**config.mk**
```make
export PLATFORM = sky130hd
export DESIGN_NAME = byteSequencer
export DESIGN_NICKNAME = d
export VERILOG_FILES = /design/src/rtl/seqPkg.sv /design/src/rtl/seqDatapath.sv /design/src/rtl/seqControl.sv /design/src/rtl/byteSequencer.sv
export SDC_FILE = /design/constraint.sdc
export NUM_CORES = 1
export LEC_CHECK = 0
export ABC_AREA = 1
export ABC_CLOCK_PERIOD_IN_PS = 3650
export CAP_MARGIN = 10
export CORE_AREA = 2 2 62 64
export CTS_CLUSTER_DIAMETER = 50
export DETAILED_ROUTE_END_ITERATION = 10
export DIE_AREA = 0 0 64 66
export GPL_ROUTABILITY_DRIVEN = 1
export PLACE_DENSITY_LB_ADDON = 0.05
export REMOVE_ABC_BUFFERS = 1
export SETUP_SLACK_MARGIN = 0.4
export SLEW_MARGIN = 0
export SYNTH_ARGS = -nofsm -noshare
export SYNTH_HDL_FRONTEND = slang
export SYNTH_SLANG_ARGS = --single-unit
```
**constraint.sdc**
```tcl
create_clock -name clk -period 3.65 [get_ports clk]
set_input_delay 0.73 -clock clk [delete_from_list [all_inputs] [get_ports clk]]
set_output_delay 0.73 -clock clk [all_outputs]
set_load 0.05 [all_outputs]
```
**src/rtl/seqPkg.sv**
```systemverilog
package seqPkg;

  localparam int INSTR_W = 8;
  localparam int OP_W    = 3;
  localparam int ARG_W   = INSTR_W - OP_W;

  typedef enum logic [OP_W-1:0] {
    OP_NOP    = 3'd0,
    OP_HALT   = 3'd1,
    OP_JREL   = 3'd2,
    OP_MOVE   = 3'd3,
    OP_PORT   = 3'd4,
    OP_ALU    = 3'd5,
    OP_BRANCH = 3'd6,
    OP_BITS   = 3'd7
  } opcode_e;

  typedef enum logic [1:0] {
    CMP_EQ = 2'd0,
    CMP_NE = 2'd1,
    CMP_GT = 2'd2,
    CMP_LT = 2'd3
  } cond_e;

  // Strobes from control to datapath; all zero means hold
  typedef struct packed {
    logic stepOne;
    logic relFwd;
    logic relBack;
    logic branchSkip;
    logic loadAbs;
    logic loadTimer;
    logic decTimer;
  } seqStrobes_t;

endpackage

```
**src/rtl/seqDatapath.sv**
```systemverilog
module seqDatapath
  import seqPkg::*;
#(
  parameter int ADDR_W = 5,
  parameter int DATA_W = 8
) (
  input  logic              clk,
  input  logic              rstN,
  input  seqStrobes_t       strobe,
  input  logic [ARG_W-1:0]  arg,
  input  logic [DATA_W-1:0] reg0,
  input  logic [DATA_W-1:0] reg1,
  input  logic [DATA_W-1:0] absTarget,
  output logic [ADDR_W-1:0] pc,
  output logic              condTrue,
  output logic              timerZero
);

  localparam int DIST_W  = ARG_W - 1;
  localparam int SKIP_W  = ARG_W - 2;
  localparam int TIMER_W = ARG_W;

  logic [ADDR_W-1:0]  pcQ;
  logic [ADDR_W-1:0]  pcNext;
  logic [ADDR_W-1:0]  relDist;
  logic [ADDR_W-1:0]  skipDist;
  logic [ADDR_W-1:0]  absAddr;
  logic [TIMER_W-1:0] timerQ;
  cond_e              condSel;

  assign relDist  = ADDR_W'(arg[DIST_W-1:0]);
  assign skipDist = ADDR_W'(arg[SKIP_W-1:0]);
  assign condSel  = cond_e'(arg[ARG_W-2 +: 2]);

  // Reduce absolute target modulo the memory depth (depth = 2**ADDR_W)
  generate
    if (DATA_W >= ADDR_W) begin : g_absTrunc
      assign absAddr = absTarget[ADDR_W-1:0];
    end else begin : g_absExtend
      assign absAddr = ADDR_W'(absTarget);
    end
  endgenerate

  // Unsigned comparator, reg0 on the left
  always_comb begin
    unique case (condSel)
      CMP_EQ:  condTrue = (reg0 == reg1);
      CMP_NE:  condTrue = (reg0 != reg1);
      CMP_GT:  condTrue = (reg0 >  reg1);
      default: condTrue = (reg0 <  reg1);
    endcase
  end

  always_comb begin
    pcNext = pcQ;
    if (strobe.stepOne)         pcNext = pcQ + ADDR_W'(1);
    else if (strobe.relFwd)     pcNext = pcQ + relDist;
    else if (strobe.relBack)    pcNext = pcQ - relDist;
    else if (strobe.branchSkip) pcNext = pcQ + ADDR_W'(2) + skipDist;
    else if (strobe.loadAbs)    pcNext = absAddr;
  end

  always_ff @(posedge clk or negedge rstN) begin
    if (!rstN) begin
      pcQ <= '0;
    end else begin
      pcQ <= pcNext;
    end
  end

  always_ff @(posedge clk or negedge rstN) begin
    if (!rstN) begin
      timerQ <= '0;
    end else if (strobe.loadTimer) begin
      timerQ <= arg;
    end else if (strobe.decTimer) begin
      timerQ <= timerQ - TIMER_W'(1);
    end
  end

  assign pc        = pcQ;
  assign timerZero = (timerQ == '0);

endmodule

```
**src/rtl/seqControl.sv**
```systemverilog
module seqControl
  import seqPkg::*;
(
  input  logic             clk,
  input  logic             rstN,
  input  opcode_e          opcode,
  input  logic [ARG_W-1:0] arg,
  input  logic             condTrue,
  input  logic             timerZero,
  input  logic             absJumpValid,
  output seqStrobes_t      strobe,
  output logic             execEnable,
  output logic             halted,
  output logic             busy
);

  logic haltedQ;
  logic haltSet;
  logic running;

  assign running = !haltedQ && timerZero;

  always_comb begin
    strobe     = '0;
    execEnable = 1'b0;
    haltSet    = 1'b0;
    if (running) begin
      unique case (opcode)
        OP_NOP: strobe.stepOne = 1'b1;
        OP_HALT: begin
          if (arg == '0) begin
            haltSet = 1'b1;
          end else begin
            strobe.stepOne   = 1'b1;
            strobe.loadTimer = 1'b1;
          end
        end
        OP_JREL: begin
          if (arg[ARG_W-1]) strobe.relBack = 1'b1;
          else              strobe.relFwd  = 1'b1;
        end
        OP_BRANCH: begin
          if (condTrue) strobe.branchSkip = 1'b1;
          else          strobe.stepOne    = 1'b1;
        end
        default: begin
          execEnable = 1'b1;
          if (absJumpValid) strobe.loadAbs = 1'b1;
          else              strobe.stepOne = 1'b1;
        end
      endcase
    end else if (!haltedQ && !timerZero) begin
      strobe.decTimer = 1'b1;
    end
  end

  always_ff @(posedge clk or negedge rstN) begin
    if (!rstN) begin
      haltedQ <= 1'b0;
    end else if (haltSet) begin
      haltedQ <= 1'b1;
    end
  end

  assign halted = haltedQ;
  assign busy   = !haltedQ && !timerZero;

endmodule

```
**src/rtl/byteSequencer.sv**
```systemverilog
module byteSequencer
  import seqPkg::*;
#(
  parameter int ADDR_W = 5,
  parameter int DATA_W = 8
) (
  input  logic               clk,
  input  logic               rstN,
  input  logic [INSTR_W-1:0] instr,
  input  logic [DATA_W-1:0]  reg0,
  input  logic [DATA_W-1:0]  reg1,
  input  logic               absJumpValid,
  input  logic [DATA_W-1:0]  absJumpTarget,
  output logic [ADDR_W-1:0]  fetchAddr,
  output logic               execEnable,
  output logic [OP_W-1:0]    execOpcode,
  output logic [ARG_W-1:0]   execArg,
  output logic               halted,
  output logic               busy
);

  opcode_e          opcode;
  logic [ARG_W-1:0] arg;
  seqStrobes_t      strobe;
  logic             condTrue;
  logic             timerZero;

  assign opcode = opcode_e'(instr[INSTR_W-1 -: OP_W]);
  assign arg    = instr[ARG_W-1:0];

  seqControl u_control (
    .clk          (clk),
    .rstN         (rstN),
    .opcode       (opcode),
    .arg          (arg),
    .condTrue     (condTrue),
    .timerZero    (timerZero),
    .absJumpValid (absJumpValid),
    .strobe       (strobe),
    .execEnable   (execEnable),
    .halted       (halted),
    .busy         (busy)
  );

  seqDatapath #(
    .ADDR_W (ADDR_W),
    .DATA_W (DATA_W)
  ) u_datapath (
    .clk       (clk),
    .rstN      (rstN),
    .strobe    (strobe),
    .arg       (arg),
    .reg0      (reg0),
    .reg1      (reg1),
    .absTarget (absJumpTarget),
    .pc        (fetchAddr),
    .condTrue  (condTrue),
    .timerZero (timerZero)
  );

  assign execOpcode = instr[INSTR_W-1 -: OP_W];
  assign execArg    = arg;

endmodule

```
Word level (Yosys, flattened, before mapping)
Index checks and enable logic that the tools add are counted.
{ "word_totals": {"output_inout_bits": 16, "register_bits": 11, "in_bits": 35} }
{ "classes": {"n_mux": 28, "n_reduce_logical": 11, "magnitude_cmp": 2, "eq_ne": 7, "n_addsub": 6} }
{ "ops": {"columns": ["cell", "count"], "rows": [
  ["$mux 5", 7],
  ["$mux 1", 17],
  ["$logic_not 5->1", 2],
  ["$eq 8x8->1", 1],
  ["$gt 8x8->1", 1],
  ["$lt 8x8->1", 1],
  ["$ne 8x8->1", 1],
  ["$mux 6", 1],
  ["$add 5x1->5 const B", 1],
  ["$add 5x2->5 const B", 1],
  ["$add 5x3->5", 1],
  ["$add 5x4->5", 1],
  ["$reduce_bool 5->1", 1],
  ["$sub 5x1->5 const B", 1],
  ["$sub 5x4->5", 1],
  ["$pmux 1 s4", 1],
  ["$reduce_or 4->1", 1],
  ["$eq 3x1->1 const B", 1],
  ["$eq 3x2->1 const B", 1],
  ["$eq 3x3->1 const B", 1],
  ["$logic_not 3->1", 1],
  ["$pmux 1 s3", 1],
  ["$eq 2x1->1 const B", 1],
  ["$eq 2x2->1 const B", 1],
  ["other kinds (5)", 7]
]} }

Longest topological paths before layout
Gate-level depths: netlist (run 1).
{ "depth": {"depth_word": 10, "depth_mapped": 19, "mapped_depth_nobuf": 19} }

Cells and area by module
From an unflattened synthesis (run 1), not the netlist that was laid out.
{ "hier_totals": {"cells_unflattened": 247, "area_unflattened_um2": 1707.9} }
{ "by_module_without_submodules": {"columns": ["module", "area_each_um2", "seq_area_each_um2", "instances", "cells_per_inst"], "rows": [
  ["seqDatapath", 1447.6, 250.2, 1, 203],
  ["seqControl", 200.2, 25.0, 1, 36],
  ["byteSequencer", 60.1, 0.0, 1, 8]
]} }

Worst setup path after synthesis (run 1)
OpenSTA, ideal clock, no wires.
{ "synth_timing": {"path_kind": "input -> output", "start": "input port instr[6]", "end": "output port execEnable", "t_arrival_ns": 1.734, "setup_slack_ns": 1.186, "path_stages": 5, "path_cell_list": "inv_2 -> nor2_2 -> a21oi_2 -> inv_1 -> nor2_1"} }
{ "synth_via": {"elab_chain_cells": 4, "word_cells_on_any_way": 7, "classes_between": "eq/ne (3); mux (2); reduce/logical (2)"} }
{ "synth_lines": {"columns": ["element", "line_no", "text"], "rows": [
  ["start: declaration", "byteSequencer.sv:9", "input logic [INSTR_W-1:0] instr,"],
  ["$eq 3x1->1 (tied with other cells)", "seqControl.sv:28", "unique case (opcode)"],
  ["$reduce_or 4->1 (no line) *", null, null],
  ["$mux 1 *", "seqControl.sv:28", null],
  ["$mux 1 *", "seqControl.sv:27", "if (running) begin"],
  ["end: declaration", "byteSequencer.sv:15", "output logic execEnable,"]
]} }
Mark *: on every way between the ends. The rest lies on a longest branch, timed or not.

Worst setup path in the final report (run 1)
{ "layout_timing": {"start": "register u_datapath.timerQ[0]", "end": "output port busy"} }
{ "layout_via": {"elab_chain_cells": 3} }
{ "layout_lines": {"columns": ["element", "line_no", "text"], "rows": [
  ["start: declaration", "seqDatapath.sv:28", "logic [TIMER_W-1:0] timerQ;"],
  ["start signal: assignment", "seqDatapath.sv:75", "timerQ <= arg;"],
  ["start signal: assignment", "seqDatapath.sv:77", "timerQ <= timerQ - TIMER_W'(1);"],
  ["$logic_not 5->1", "seqDatapath.sv:82", "assign timerZero = (timerQ == '0);"],
  ["$logic_not 1->1", "seqControl.sv:66", "assign busy = !haltedQ && !timerZero;"],
  ["$logic_and 1x1->1", "seqControl.sv:66", null],
  ["end: declaration", "byteSequencer.sv:19", "output logic busy"]
]} }
Every way passes these cells.

==> results of run 1 <==
[layout make-up]
type,count,area (um2),area share (%)
Multi-Input combinational cell,174,1210,53.8
Tap cell,48,60.1,2.67
Clock buffer,4,26.3,1.17
Inverter,54,203,9.00
Sequential cell,11,275,12.2
Timing Repair Buffer,48,475,21.1
[cell usage in the layout, fill, tap and decap left out]
master                            count
sky130_fd_sc_hd__nand4_1              6
sky130_fd_sc_hd__o211ai_1             1
sky130_fd_sc_hd__clkdlybuf4s50_1     46
sky130_fd_sc_hd__clkbuf_4             3
sky130_fd_sc_hd__nor2_1              19
sky130_fd_sc_hd__buf_4                2
sky130_fd_sc_hd__xor2_1               8
sky130_fd_sc_hd__nor2_2               3
sky130_fd_sc_hd__nor2_4               1
sky130_fd_sc_hd__a31oi_1              1
sky130_fd_sc_hd__nor3_1               2
sky130_fd_sc_hd__nand3_2              5
sky130_fd_sc_hd__ha_1                22
sky130_fd_sc_hd__a21oi_4              1
sky130_fd_sc_hd__inv_2                7
sky130_fd_sc_hd__or2_2                1
sky130_fd_sc_hd__o21ai_1              1
sky130_fd_sc_hd__fa_1                 3
sky130_fd_sc_hd__dfrtp_1             11
sky130_fd_sc_hd__or2_1                1
sky130_fd_sc_hd__xnor2_1              4
sky130_fd_sc_hd__a21oi_1             11
sky130_fd_sc_hd__nor3_4               1
sky130_fd_sc_hd__nor2_8               1
sky130_fd_sc_hd__o21ai_0              6
sky130_fd_sc_hd__nand2_4              6
sky130_fd_sc_hd__o31ai_1              2
sky130_fd_sc_hd__nand2_1             40
sky130_fd_sc_hd__a21oi_2              3
sky130_fd_sc_hd__inv_1               47
sky130_fd_sc_hd__nand3_1             15
sky130_fd_sc_hd__o22ai_1              2
sky130_fd_sc_hd__nand2_2              5
sky130_fd_sc_hd__clkbuf_1             1
sky130_fd_sc_hd__o221ai_1             3
[worst max-delay path, stage by stage (launching register included)]
cell	delay (ps)
sky130_fd_sc_hd__dfrtp_1	400
sky130_fd_sc_hd__inv_1	100
sky130_fd_sc_hd__ha_1	210
sky130_fd_sc_hd__nand3_2	120
sky130_fd_sc_hd__nor2_4	130
sky130_fd_sc_hd__inv_1	50
sky130_fd_sc_hd__nand2_1	150
sky130_fd_sc_hd__inv_1	80
sky130_fd_sc_hd__clkdlybuf4s50_1	710
[synthesized netlist by cell type]
cell	count	area share, %
sky130_fd_sc_hd__inv_1	47	10
sky130_fd_sc_hd__nand2_1	40	8.6
sky130_fd_sc_hd__ha_1	22	16
sky130_fd_sc_hd__nor2_1	19	4.1
sky130_fd_sc_hd__nand3_1	15	4.3
sky130_fd_sc_hd__a21oi_1	11	3.1
sky130_fd_sc_hd__dfrtp_1	11	16
sky130_fd_sc_hd__buf_4	8	3.4
sky130_fd_sc_hd__xor2_1	8	4.0
sky130_fd_sc_hd__inv_2	7	1.5
sky130_fd_sc_hd__nand2_4	6	3.9
sky130_fd_sc_hd__nand4_1	6	2.1
sky130_fd_sc_hd__o21ai_0	6	1.7
sky130_fd_sc_hd__nand2_2	5	1.8
sky130_fd_sc_hd__nand3_2	5	2.9
sky130_fd_sc_hd__xnor2_1	4	2.0
sky130_fd_sc_hd__a21oi_2	3	1.5
sky130_fd_sc_hd__fa_1	3	3.4
sky130_fd_sc_hd__nor2_2	3	1.1
sky130_fd_sc_hd__o221ai_1	3	1.5
sky130_fd_sc_hd__nor3_1	2	0.57
sky130_fd_sc_hd__o22ai_1	2	0.71
sky130_fd_sc_hd__o31ai_1	2	0.86
sky130_fd_sc_hd__a21oi_4	1	0.93
sky130_fd_sc_hd__a31oi_1	1	0.36
sky130_fd_sc_hd__nor2_4	1	0.64
sky130_fd_sc_hd__nor2_8	1	1.1
sky130_fd_sc_hd__nor3_4	1	0.93
sky130_fd_sc_hd__o211ai_1	1	0.43
sky130_fd_sc_hd__o21ai_1	1	0.29
sky130_fd_sc_hd__or2_1	1	0.36
sky130_fd_sc_hd__or2_2	1	0.36
[sequential cells by signal, indices dropped and copies added, names as in the netlist]
register,cells
u_datapath.timerQ,5
u_control.halted,1
u_datapath.pc,5
[worst max-delay path by stage]
stage                    startpoint                to  slack (ps)  cells past startpoint
6_report       u_datapath.timerQ[0]              busy         710                      8
5_1_grt        u_datapath.timerQ[0]              busy         600                      8
4_1_cts                    instr[4]        execArg[4]         710                      2
3_5_place_dp               instr[2]  u_datapath.pc[4]         570                     13
3_3_place_gp               instr[2]  u_datapath.pc[4]         610                     13
2_1_floorplan              instr[6]        execEnable        1190                      5
[power by group]
part	internal (uW)	switching (uW)	total, uW
sequential	129	14.6	144
clock	42.3	40.8	83.1
combinational	114	152	265
[stage by stage]
stage / hold slack [ps] / util [%] / instances
finish: 546 / 63.4 / 339
global route: 587 / 63.4 / 339
CTS: 553 / 63.4 / 339
detailed placement: 537 / 62.7 / 335
global placement: 538 / 62.7 / 335
floorplan: 434 / - / 239
[cell families after synthesis]
family	Yosys count	share of synthesized area [%]
buf+inv	62	15.0
flops	11	15.7
simple gates	106	32.7
fa+ha+maj	25	19.2
xor+xnor	12	6.00
compound gates	31	11.4
[per-layer routing]
layer  GRT usage, %  up-vias
li1               -      870
met2           33.7       37
met5              0        -
met4           2.99        0
met1           25.1      709
met3           4.26        2
==> impl.org, run 1 <==
** Outcome
- Result of the run :: finished, final reports clean

** Synth
- Number of instances in the synthesized netlist :: ~250
- The netlist uses 32 different library cells.
- Summed instance area of the synthesized netlist :: about 1800 um2
- The synthesized design contains 11 register bits.
- For this run, the number of Yosys warnings is 0.
- In this run the mean area of a mapped cell was 7.09 um2.
- Of the synthesized area, sequential elements account for 15.7%.

** Timing
- Final min period :: 2940 ps
- For this run, the top clock speed supported by timing is 340 MHz.
- Setup repair after global routing left no endpoint under its margin.
- On the final layout, the worst clock skew is 3.20 ps.
- In the finished design, the share of the clock period the worst path needs comes to 80.6%.
- Slew of the pin with the lowest slew margin :: 510 ps
- Number of endpoints failing setup at the final stage :: 0
- Setup Total Neg Slack :: 0 ps
- The worst path meets setup with about 710 ps of slack.
- Number of hold-slack violations in the final timing report :: 0
- The worst pin sits at a relative slew slack of about two thirds.
- Pins over their slew limit :: 0

** Place
- Total cell area at the placement stage :: approximately 2200 um2
- Worst slack after detailed placement :: 572 ps
- During placement, the flow inserted port buffers numbering 47.
- The congestion estimate from routability-driven global placement came to between 0.8 and 0.9.
- After legalization and detailed placement, the total HPWL measured 3180 um.

** Drt
- After detailed routing, the total wire length is 3800 um.
- Post-detailed-route DRC marker count :: 0
- In the routed layout, each cell is associated on average with a via count of 4.77.
- Signal routing reaches up to met4.
- The detailed router placed 1,618 vias in this run.
- Total length of routed met2 wires :: ~1800 um
- DR WL met3 :: approximately 210 um
- In the final routing, the length of wire on met1 measures 1800 um.
- Once detail routing completed, the nets flagged for antenna violations numbered 0.
- After detailed routing, the average wire length per cell comes to 11.2 um.
- Initial DRT Pass Iterations :: 4
- The first routing iteration left 56 violations.

** GRT
- The first global-routing pass estimated 6510 um of wire.
- Antenna violations before repair :: 0
- For this run, the total global-route usage over all layers was measured as 19.4%.
- For this run the aggregate overflow at the end of global routing stands at 0.
- The via count of the first global-routing pass is between 1,000 and 1,500.
- Entering global routing, the biggest net connects 12 pins.

** Floorplan
- The die is about 64 um wide.
- Std-Cell Rows :: 22
- The initial utilization of the core area, before any placement, comes to 49.3%.
- Number of top-level pins :: 51
- In this run the vertical extent of the chip is 66 um.
- Area of the placeable core :: 3550 um2
- Total Die Area :: 4220 um2

** Power
- Power Total :: roughly 490 uW
- Areal power density over the cells :: about 220 nW/um2
- Maximum vdd ir drop :: 0.000217 V
- Leakage component of the power :: approximately 0.0011 uW

** Critical path
- Of all nets on the critical path, the largest fanout is 6.
- In this run the critical register-to-register path is launched from u_datapath.pc[1].
- R2r endpoint :: u_datapath.pc[3]
- Element type at the critical path start :: flop
- Register-to-register setup slack :: between 1000 and 1500 ps
- Type of the worst setup path :: flop to output port
- For the worst flop-to-flop path, the logic depth is 13.
- Data on the critical path is required at its endpoint by slightly below 3000 ps.
- Crit path DAT :: about 2200 ps
- Nature of the critical path endpoint :: output port

** Cells and area
- Number of inserted diodes :: 0
- Layout cells sized above 1 :: 13.4%
- The area growth from synthesis to layout is 28.7%.
- Layout net count :: 352
- Count of filler cells inserted in the layout :: 334
- With fillers left out, the area of the finished cells amounts to 2250 um2.

** Min path
- Class of the worst hold path :: flop to flop
- The path with the worst hold slack has its endpoint at u_datapath.timerQ[4].
- Cell count of the worst hold path :: 2
- In this run the most critical hold path is launched from u_control.halted.

** Clock network
- # resized after CTS :: 0
- TritonCTS built the clock tree.
- Bufs on Longest Clock Path :: 2
- At the later pin of the worst-skew pair, clock insertion delay measures 270 ps.
- The root buffer cell chosen for the clock tree is sky130_fd_sc_hd__clkbuf_4.
- The number of hold buffers added after CTS was 0.
- TritonCTS Buffers :: 3
- After clock tree synthesis, the setup repair step added 0 buffers.
- Clock-pin slew reported for the worst setup and hold paths after clock tree synthesis :: 70 ps
- In this run the number of H-tree levels came out at 1.
- Number of clock sinks :: 11

** Job
- Max-cap violations :: 0
(Power assumes the default switching activity.)
==> run 2: changes to the inputs <==
--- a/config.mk
+++ b/config.mk
@@ -6,12 +6,12 @@
 export NUM_CORES = 1
 export LEC_CHECK = 0
 export ABC_AREA = 1
-export ABC_CLOCK_PERIOD_IN_PS = 3650
+export ABC_CLOCK_PERIOD_IN_PS = 2400
 export CAP_MARGIN = 10
-export CORE_AREA = 2 2 62 64
+export CORE_AREA = 2 2 67 69
 export CTS_CLUSTER_DIAMETER = 50
 export DETAILED_ROUTE_END_ITERATION = 10
-export DIE_AREA = 0 0 64 66
+export DIE_AREA = 0 0 69 71
 export GPL_ROUTABILITY_DRIVEN = 1
 export PLACE_DENSITY_LB_ADDON = 0.05
 export REMOVE_ABC_BUFFERS = 1
==> constraint.sdc (replaced) <==
create_clock -name clk -period 2.4 [get_ports clk]
set_input_delay 0.48 -clock clk [delete_from_list [all_inputs] [get_ports clk]]
set_output_delay 0.48 -clock clk [all_outputs]
set_load 0.05 [all_outputs]
==> run 2 against run 1 <==
Sequential share of layout area shrank 2.9 points. Core utilization grew 7.4 points. Non-clock buffer count grew 42. Final cell count grew 14%. Clock skew shrank 1.0 ps. First-iteration DRC count shrank 1.8%. Worst hold slack gained 3.4 ps. Combinational power grew 120%. Global-route usage grew 1.8 points. Flip-flop and latch count is the same. Clock power grew 130%. Clock-buffer cell count is the same. Highest routed layer unchanged.
==> impl.org, run 2 (synthesis results as in run 1) <==
** Clock network
- The buffer levels on the longest clock path was 2 (unchanged).
- The CTS sink count is 11 (unchanged).
- CTS HTree Levels :: 1 (unchanged)
- The number of hold buffers added after cts is 0 (unchanged).
- The source-to-sink clock delay at the later pin of the worst-skew pair came to 240 ps (-30 ps).
- TritonCTS Buffers :: 3 (unchanged)
- TritonCTS built the clock tree.
- CTS placed an instance of sky130_fd_sc_hd__clkbuf_8 at the clock tree root.
- The clock transition at the registers of the reported paths was 50 ps (-20 ps).

** Timing
- The actual slew at the worst max-slew pin came to 536 ps (+26.0 ps).
- The number of failing setup endpoints in the final timing report was 0 (unchanged).
- Counting I/O delays and the setup requirement, the final critical path takes 1960 ps.
- The hold violation total from the final report was 0 (unchanged).
- Setup repair after global routing could not meet its margin everywhere.
- The worst clock skew is 2.20 ps (-1.00 ps).
- Final clock period utilization by the worst path :: 81.5%
- Static timing analysis puts the maximum clock frequency at 511 MHz.
- The number of max-slew violations in the final report came to 0 (unchanged).
- The worst max-slew margin expressed relative to the limit is 64.1% (-1.7 points).

** Place
- The count of buffers from port buffering was 47 (unchanged).
- Routability congestion estimate from global placement :: 0.856 (-1.4%)
- The post-DP HPWL was 3790 um (+19%).
- The cell area after placement was 2520 um2 (+13%).

** Min path
- Cell count of the worst hold path :: 2 (unchanged)
- The worst hold path belongs to the class flop to flop.

** Critical path
- The peak fanout along the critical path is 4 (-2).
- Stage delay of the slowest cell on the critical path :: 510 ps (-200 ps)
- Nature of the critical path endpoint :: flop
- STA classifies the critical path startpoint as an input pin.
- Crit path DAT :: 2130 ps (-80 ps)
- The depth of the most critical reg-to-reg path came to 11 (-2).
- By startpoint and endpoint, the worst setup path is classified as input pin to flop.
- Required time of the worst setup path :: 2580 ps (-340 ps)
- The minimum setup slack among reg-to-reg paths came to 450 ps (-840 ps).
- Among all stages on the critical path, the largest delay is contributed by sky130_fd_sc_hd__clkdlybuf4s50_1.
- Critical Path Most Common Cell :: sky130_fd_sc_hd__a21oi_2
- The critical path goes through clkdlybuf4s50_1, inv_2, ha_4, inv_2, a21oi_2, xor2_1, nor2_1, a21oi_2, nand2_1, a21oi_2.

** Cells and area
- Post-layout util :: 70.8% (+7.4 points)
- The number of diodes added for antenna fixing is 0 (unchanged).
- The net count of the finished layout is 394 (+12%).
- Count of filler cells inserted in the layout :: 337 (+0.90%)
- The share of post-route cells with drive strength above 1 came to 52.6% (+39 points).
- Most common cell after layout, fill and taps aside :: sky130_fd_sc_hd__buf_4
- Final instance area :: 2980 um2 (+32%)
- Commonest non-fill, non-tap cells in the layout :: 40 x sky130_fd_sc_hd__buf_4, 28 x sky130_fd_sc_hd__inv_1, 26 x sky130_fd_sc_hd__nand2_1
- From synthesis to final layout, the design area changed by 70.1%.

** Floorplan
- The vertical extent of the die was 71 um (+7.6%).
- Std-Cell Rows :: 24 (+9.1%)
- Number of top-level pins :: 51 (unchanged)
- Total Die Area :: 4900 um2 (+16%)
- The core area was 4200 um2 (+18%).
- The initial core utilization is 41.6% (-7.7 points).
- The horizontal die dimension came to 69 um (+7.8%).

** Drt
- The count of routing violations after the opening detailed-route iteration was 55 (-1.8%).
- Post-detailed-routing wire length :: 5050 um (+33%)
- Initial DRT Pass Iterations :: 4 (unchanged)
- Post-detailed-route DRC marker count :: 0 (unchanged)
- Drt wl/cell :: 13.1 um (+17%)
- The via total after detailed routing was 1,855 (+15%).
- Final ANT Viol Nets :: 0 (unchanged)
- Via density :: 4.82 (+0.95%)

** Power
- The power per cell area came to 335 nW/um2 (+53%).
- The maximum resistive drop on vdd was 0.000347 V (+60%).
- Leakage component of the power :: 0.00146 uW (+28%)

** Outcome
- Result of the run :: finished, final reports clean

** GRT
- The global-route total usage across every layer came to 21.2% (+1.8 points).
- Antenna violations before repair :: 0 (unchanged)
- Maximum number of pins on one net before global-route repair :: 12 (unchanged)
- The sum of overflow across all layers after global routing came to 0 (unchanged).
- Via count of the first global-routing pass :: 1,882 (+28%)
- The global-route wire length before repair was 8540 um (+31%).

** Job
- The count of maximum capacitance violations was 0 (unchanged).
-- run 2: cell type report --
| type | instances | area, um2 | share of cell area, % |
|---|---|---|---|
| well taps | 52 | 65.1 | 2.18 |
| repair buffers | 90 | 821 | 27.6 |
| flip-flops and latches | 11 | 278 | 9.33 |
| inverters | 54 | 205 | 6.89 |
| multi-input cells | 174 | 1560 | 52.5 |
| clock buffers | 4 | 45.0 | 1.51 |
-- run 2: worst paths after layout --
path	from	end
setup / recovery	instr[3]	u_datapath.pc[4]
hold / removal	u_datapath.pc[4]	u_datapath.pc[4]
setup reg to reg	u_datapath.pc[0]	u_datapath.pc[4]
hold reg to reg	u_datapath.pc[4]	u_datapath.pc[4]
max in group asynchronous	rstN	u_datapath.pc[2]
min in group asynchronous	rstN	u_datapath.timerQ[3]
-- run 2: through the flow --
| step | setup TNS [ps] | hold slack [ps] | total power [uW] | instances | setup slack, ps |
|---|---|---|---|---|---|
| floorplan | -40.2 | 184 | 456 | 239 | -40.2 |
| global placement | -857 | 540 | 692 | 366 | -248 |
| detailed placement | -1020 | 543 | 701 | 366 | -282 |
| CTS | 0 | 555 | 950 | 375 | 312 |
| global route | 0 | 613 | 1070 | 385 | 314 |
| finish | 0 | 549 | 999 | 385 | 443 |
-- run 2: repair_timing --
item | CTS | global route
gates resized for setup | 97 | 55
hold endpoints to repair | 0 | 0
setup buffers | 5 | 10
pin swaps | 44 | 53
setup endpoints to repair | 11 | 8
-- run 2: where the power goes --
part	switching (uW)	internal (uW)
sequential	23.1	198
clock	77.7	117
combinational	307	276
-- run 2: critical path, delay by kind of cell --
kind                       cells  cell delay, ps
buffers and inverters          3             650
xor gates and xnor gates       1             190
and+or+nand+nor                2             140
AOI/OAI and AO/OA              3             400
adders and majority gates      1             270
-- run 2: routing by layer --
layer / part of all wire (%) / track usage [%] / up-vias
li1: - / - / 959
met2: 51 / 38.2 / 42
met3: 3.9 / 4.56 / 12
met5: 0 / 0 / -
met4: 2.1 / 6.97 / 0
met1: 43 / 25.1 / 842
==> run 3: changes to the inputs <==
--- a/config.mk
+++ b/config.mk
@@ -6,7 +6,7 @@
 export NUM_CORES = 1
 export LEC_CHECK = 0
 export ABC_AREA = 1
-export ABC_CLOCK_PERIOD_IN_PS = 2400
+export ABC_CLOCK_PERIOD_IN_PS = 1600
 export CAP_MARGIN = 10
 export CORE_AREA = 2 2 67 69
 export CTS_CLUSTER_DIAMETER = 50
==> constraint.sdc (replaced) <==
create_clock -name clk -period 1.6 [get_ports clk]
set_input_delay 0.32 -clock clk [delete_from_list [all_inputs] [get_ports clk]]
set_output_delay 0.32 -clock clk [all_outputs]
set_load 0.05 [all_outputs]
==> run 3 against run 2 <==
The run now ends with negative setup slack left. Combinational power increased by 71%. Flip-flop and latch count unchanged. Non-clock buffer count increased by 31. Clock power increased by 51%. Clock-buffer cell count unchanged. Design area increased by 13%. Global-route usage increased by 3.0 points. Critical path type is now flop to flop.
==> impl.org, run 3 (synthesis results as in run 1) <==
** Timing
- Clk_skew :: 1.17 ps (-1.03 ps)
- Counting I/O delays and the setup requirement, the final critical path takes 1940 ps.
- The number of max-slew violations in the final report came to 0 (unchanged).
- The number of failing setup endpoints in the final timing report is 8 (+8).
- Setup repair after global routing could not meet its margin everywhere.
- Slew of the pin with the lowest slew margin :: 334 ps (-202 ps)
- Max Clock Freq :: 515 MHz
- Max transition margin :: 77.5% (+13 points)
- The final worst-path setup slack was -343 ps (-787 ps).
- Worst hold slack :: 385 ps (-164 ps)
- In the finished design, the share of the clock period the worst path needs comes to 121%.
- Number of hold-slack violations in the final timing report :: 0 (unchanged)

** Cells and area
- The multi-input logic area came to 1570 um2 (+0.16%).
- The filler cell count was 281 (-17%).
- The library cell used most frequently in the layout, excluding fill and tap cells, is sky130_fd_sc_hd__buf_4.
- Commonest non-fill, non-tap cells in the layout :: 49 x sky130_fd_sc_hd__buf_4, 30 x sky130_fd_sc_hd__nand2_1, 26 x sky130_fd_sc_hd__inv_2
- The share of post-route cells with drive strength above 1 came to 59.3% (+6.8 points).
- Layout net count :: 425 (+7.9%)
- The number of diodes added for antenna fixing came to 0 (unchanged).
- FF+latch area :: 278 um2 (unchanged)
- Compared with the post-synthesis result, the final layout area differs by 92.8%.
- Final instance area :: 3370 um2 (+13%)

** GRT
- The sum of overflow across all layers after global routing came to 0 (unchanged).
- The via count of the first global-routing pass was 2,068 (+9.9%).
- The number of antenna violations at the first check in global routing is 0 (unchanged).
- The global-route total usage across every layer is 24.2% (+3.0 points).
- Wire length of the first global-routing pass :: 9760 um (+14%)
- The largest net degree at the start of global routing is 12 (unchanged).

** Critical path
- Start of the worst register-to-register path :: u_datapath.pc[0]
- STA classifies the critical path endpoint as a flop.
- Tracing the worst setup path back leads to its startpoint at u_datapath.pc[0].
- Worst R2R Path Depth :: 11 (unchanged)
- Required time of the worst setup path :: 1730 ps (-850 ps)
- Element type at the critical path start :: flop
- R2r endpoint :: u_datapath.pc[4]
- The minimum setup slack among reg-to-reg paths came to -340 ps (-790 ps).
- By startpoint and endpoint, the worst setup path is classified as flop to flop.
- Crit path DAT :: 2070 ps (-60 ps)
- The peak fanout along the critical path was 3 (-1).

** Drt
- The iteration count of the initial detailed-routing pass came to 4 (unchanged).
- Final ANT Viol Nets :: 0 (unchanged)
- Total via count in the routed design :: 2,014 (+8.6%)
- The count of routing violations after the opening detailed-route iteration is 54 (-1.8%).
- The total routed wirelength is 5680 um (+13%).
- Drt wl/cell :: 13.7 um (+4.2%)
- Via density :: 4.84 (+0.48%)
- Post-detailed-route DRC marker count :: 0 (unchanged)

** Floorplan
- The core area was 4200 um2 (unchanged).
- Horizontal extent of the die :: 69 um (unchanged)
- The initial core utilization came to 41.6% (unchanged).
- Number of top-level pins :: 51 (unchanged)
- Floorplan die height :: 71 um (unchanged)
- The total number of placement rows was 24 (unchanged).
- The die area was 4900 um2 (unchanged).

** Place
- Routability congestion estimate from global placement :: 0.910 (+6.4%)
- The cell area after placement came to 2800 um2 (+11%).
- Count of port buffers added during placement :: 47 (unchanged)
- The post-DP HPWL came to 4100 um (+8.1%).
- Worst slack after detailed placement :: -887 ps (-605 ps)

** Outcome
- The flow ran to the end, but the final reports show violations.
- The final reports fail on negative setup slack.

** Clock network
- Clock-pin slew reported for the worst setup and hold paths after clock tree synthesis :: 60 ps (about the same)
- CTS HTree Levels :: 1 (unchanged)
- TritonCTS built the clock tree.
- TritonCTS Buffers :: 3 (unchanged)
- Number of clock sinks :: 11 (unchanged)
- The buffer levels on the longest clock path was 2 (unchanged).
- Latest clock arrival within the worst-skew pair :: 240 ps (about the same)
- CTS Root Cell :: sky130_fd_sc_hd__clkbuf_8

** Power
- Leakage component of the power :: 0.00165 uW (+14%)
- Areal power density over the cells :: 477 nW/um2 (+42%)
- Maximum vdd ir drop :: 0.000437 V (+26%)

** Min path
- In this run the worst hold path is classified as input pin to async pin.

** Job
- Max-cap violations :: 0 (unchanged)
==> run 3: changes by cell type in the layout (fill, tap and decap cells not counted), moves of 4 or more <==
cell	delta
sky130_fd_sc_hd__buf_12	+8
sky130_fd_sc_hd__nand2_1	+4
sky130_fd_sc_hd__nand3_1	-4
sky130_fd_sc_hd__buf_2	+12
sky130_fd_sc_hd__buf_4	+9
sky130_fd_sc_hd__buf_6	+19
sky130_fd_sc_hd__clkbuf_2	-12
==> run 3: critical path: stages (launching register included) <==
cell                      delay (ps)
sky130_fd_sc_hd__dfrtp_1         380
sky130_fd_sc_hd__ha_2            220
sky130_fd_sc_hd__inv_2            50
sky130_fd_sc_hd__fa_2            350
sky130_fd_sc_hd__or2_4           250
sky130_fd_sc_hd__nand2_2          60
sky130_fd_sc_hd__a21oi_2          50
sky130_fd_sc_hd__xor2_1          140
sky130_fd_sc_hd__nor2_1          160
sky130_fd_sc_hd__a21oi_2          40
sky130_fd_sc_hd__nand2_1          80
sky130_fd_sc_hd__a21oi_2          50
==> run 3: power breakdown <==
part           total (uW)  internal [uW]  switching (uW)
sequential            320            297            23.9
clock                 294            176             118
combinational         996            507             489
==> run 3: area by class of cell <==
| type | instances | share of cell area, % |
|---|---|---|
| Clock buffer | 4 | 1.33 |
| Inverter | 54 | 6.23 |
| Multi-Input combinational cell | 174 | 46.4 |
| Sequential cell | 11 | 8.23 |
| Tap cell | 52 | 1.93 |
| Timing Repair Buffer | 121 | 35.9 |
==> run 3: metrics by stage <==
stage | total power (uW) | instances | TNS (ps) | utilization, %
2_1_floorplan | 684 | 239 | -3140 | -
3_3_place_gp | 1140 | 395 | -5920 | 66.6
3_5_place_dp | 1150 | 395 | -6390 | 66.6
4_1_cts | 1570 | 413 | -1860 | 78.1
5_1_grt | 1710 | 416 | -2640 | 80.3
6_report | 1610 | 416 | -1920 | 80.3
==> run 3: worst max-delay path by stage <==
stage,to,slack [ps],depth (start not counted)
after floorplan,u_datapath.pc[3],-840,13
after global placement,u_datapath.pc[3],-810,14
after detailed placement,u_datapath.pc[4],-890,12
after CTS,u_datapath.pc[4],-300,11
after global routing,u_datapath.pc[3],-430,13
final,u_datapath.pc[4],-340,11
==> run 3: routing by layer <==
layer  track usage (%)  vias to the layer above  part of all wire (%)
met5                 0                        -                     0
met1              29.4                      944                    43
met3              3.85                        4                   3.6
li1                  -                     1018                     -
met4              3.70                        0                  0.77
met2              45.6                       48                    53
==> run 3: repair_timing <==
item / CTS / global route
resized for setup: 162 / 21
buffers inserted: 14 / 3
hold buffers: 0 / 0
pin swaps: 61 / 26
endpoints found under the hold margin: 0 / 0
endpoints found under the setup margin: 25 / 20
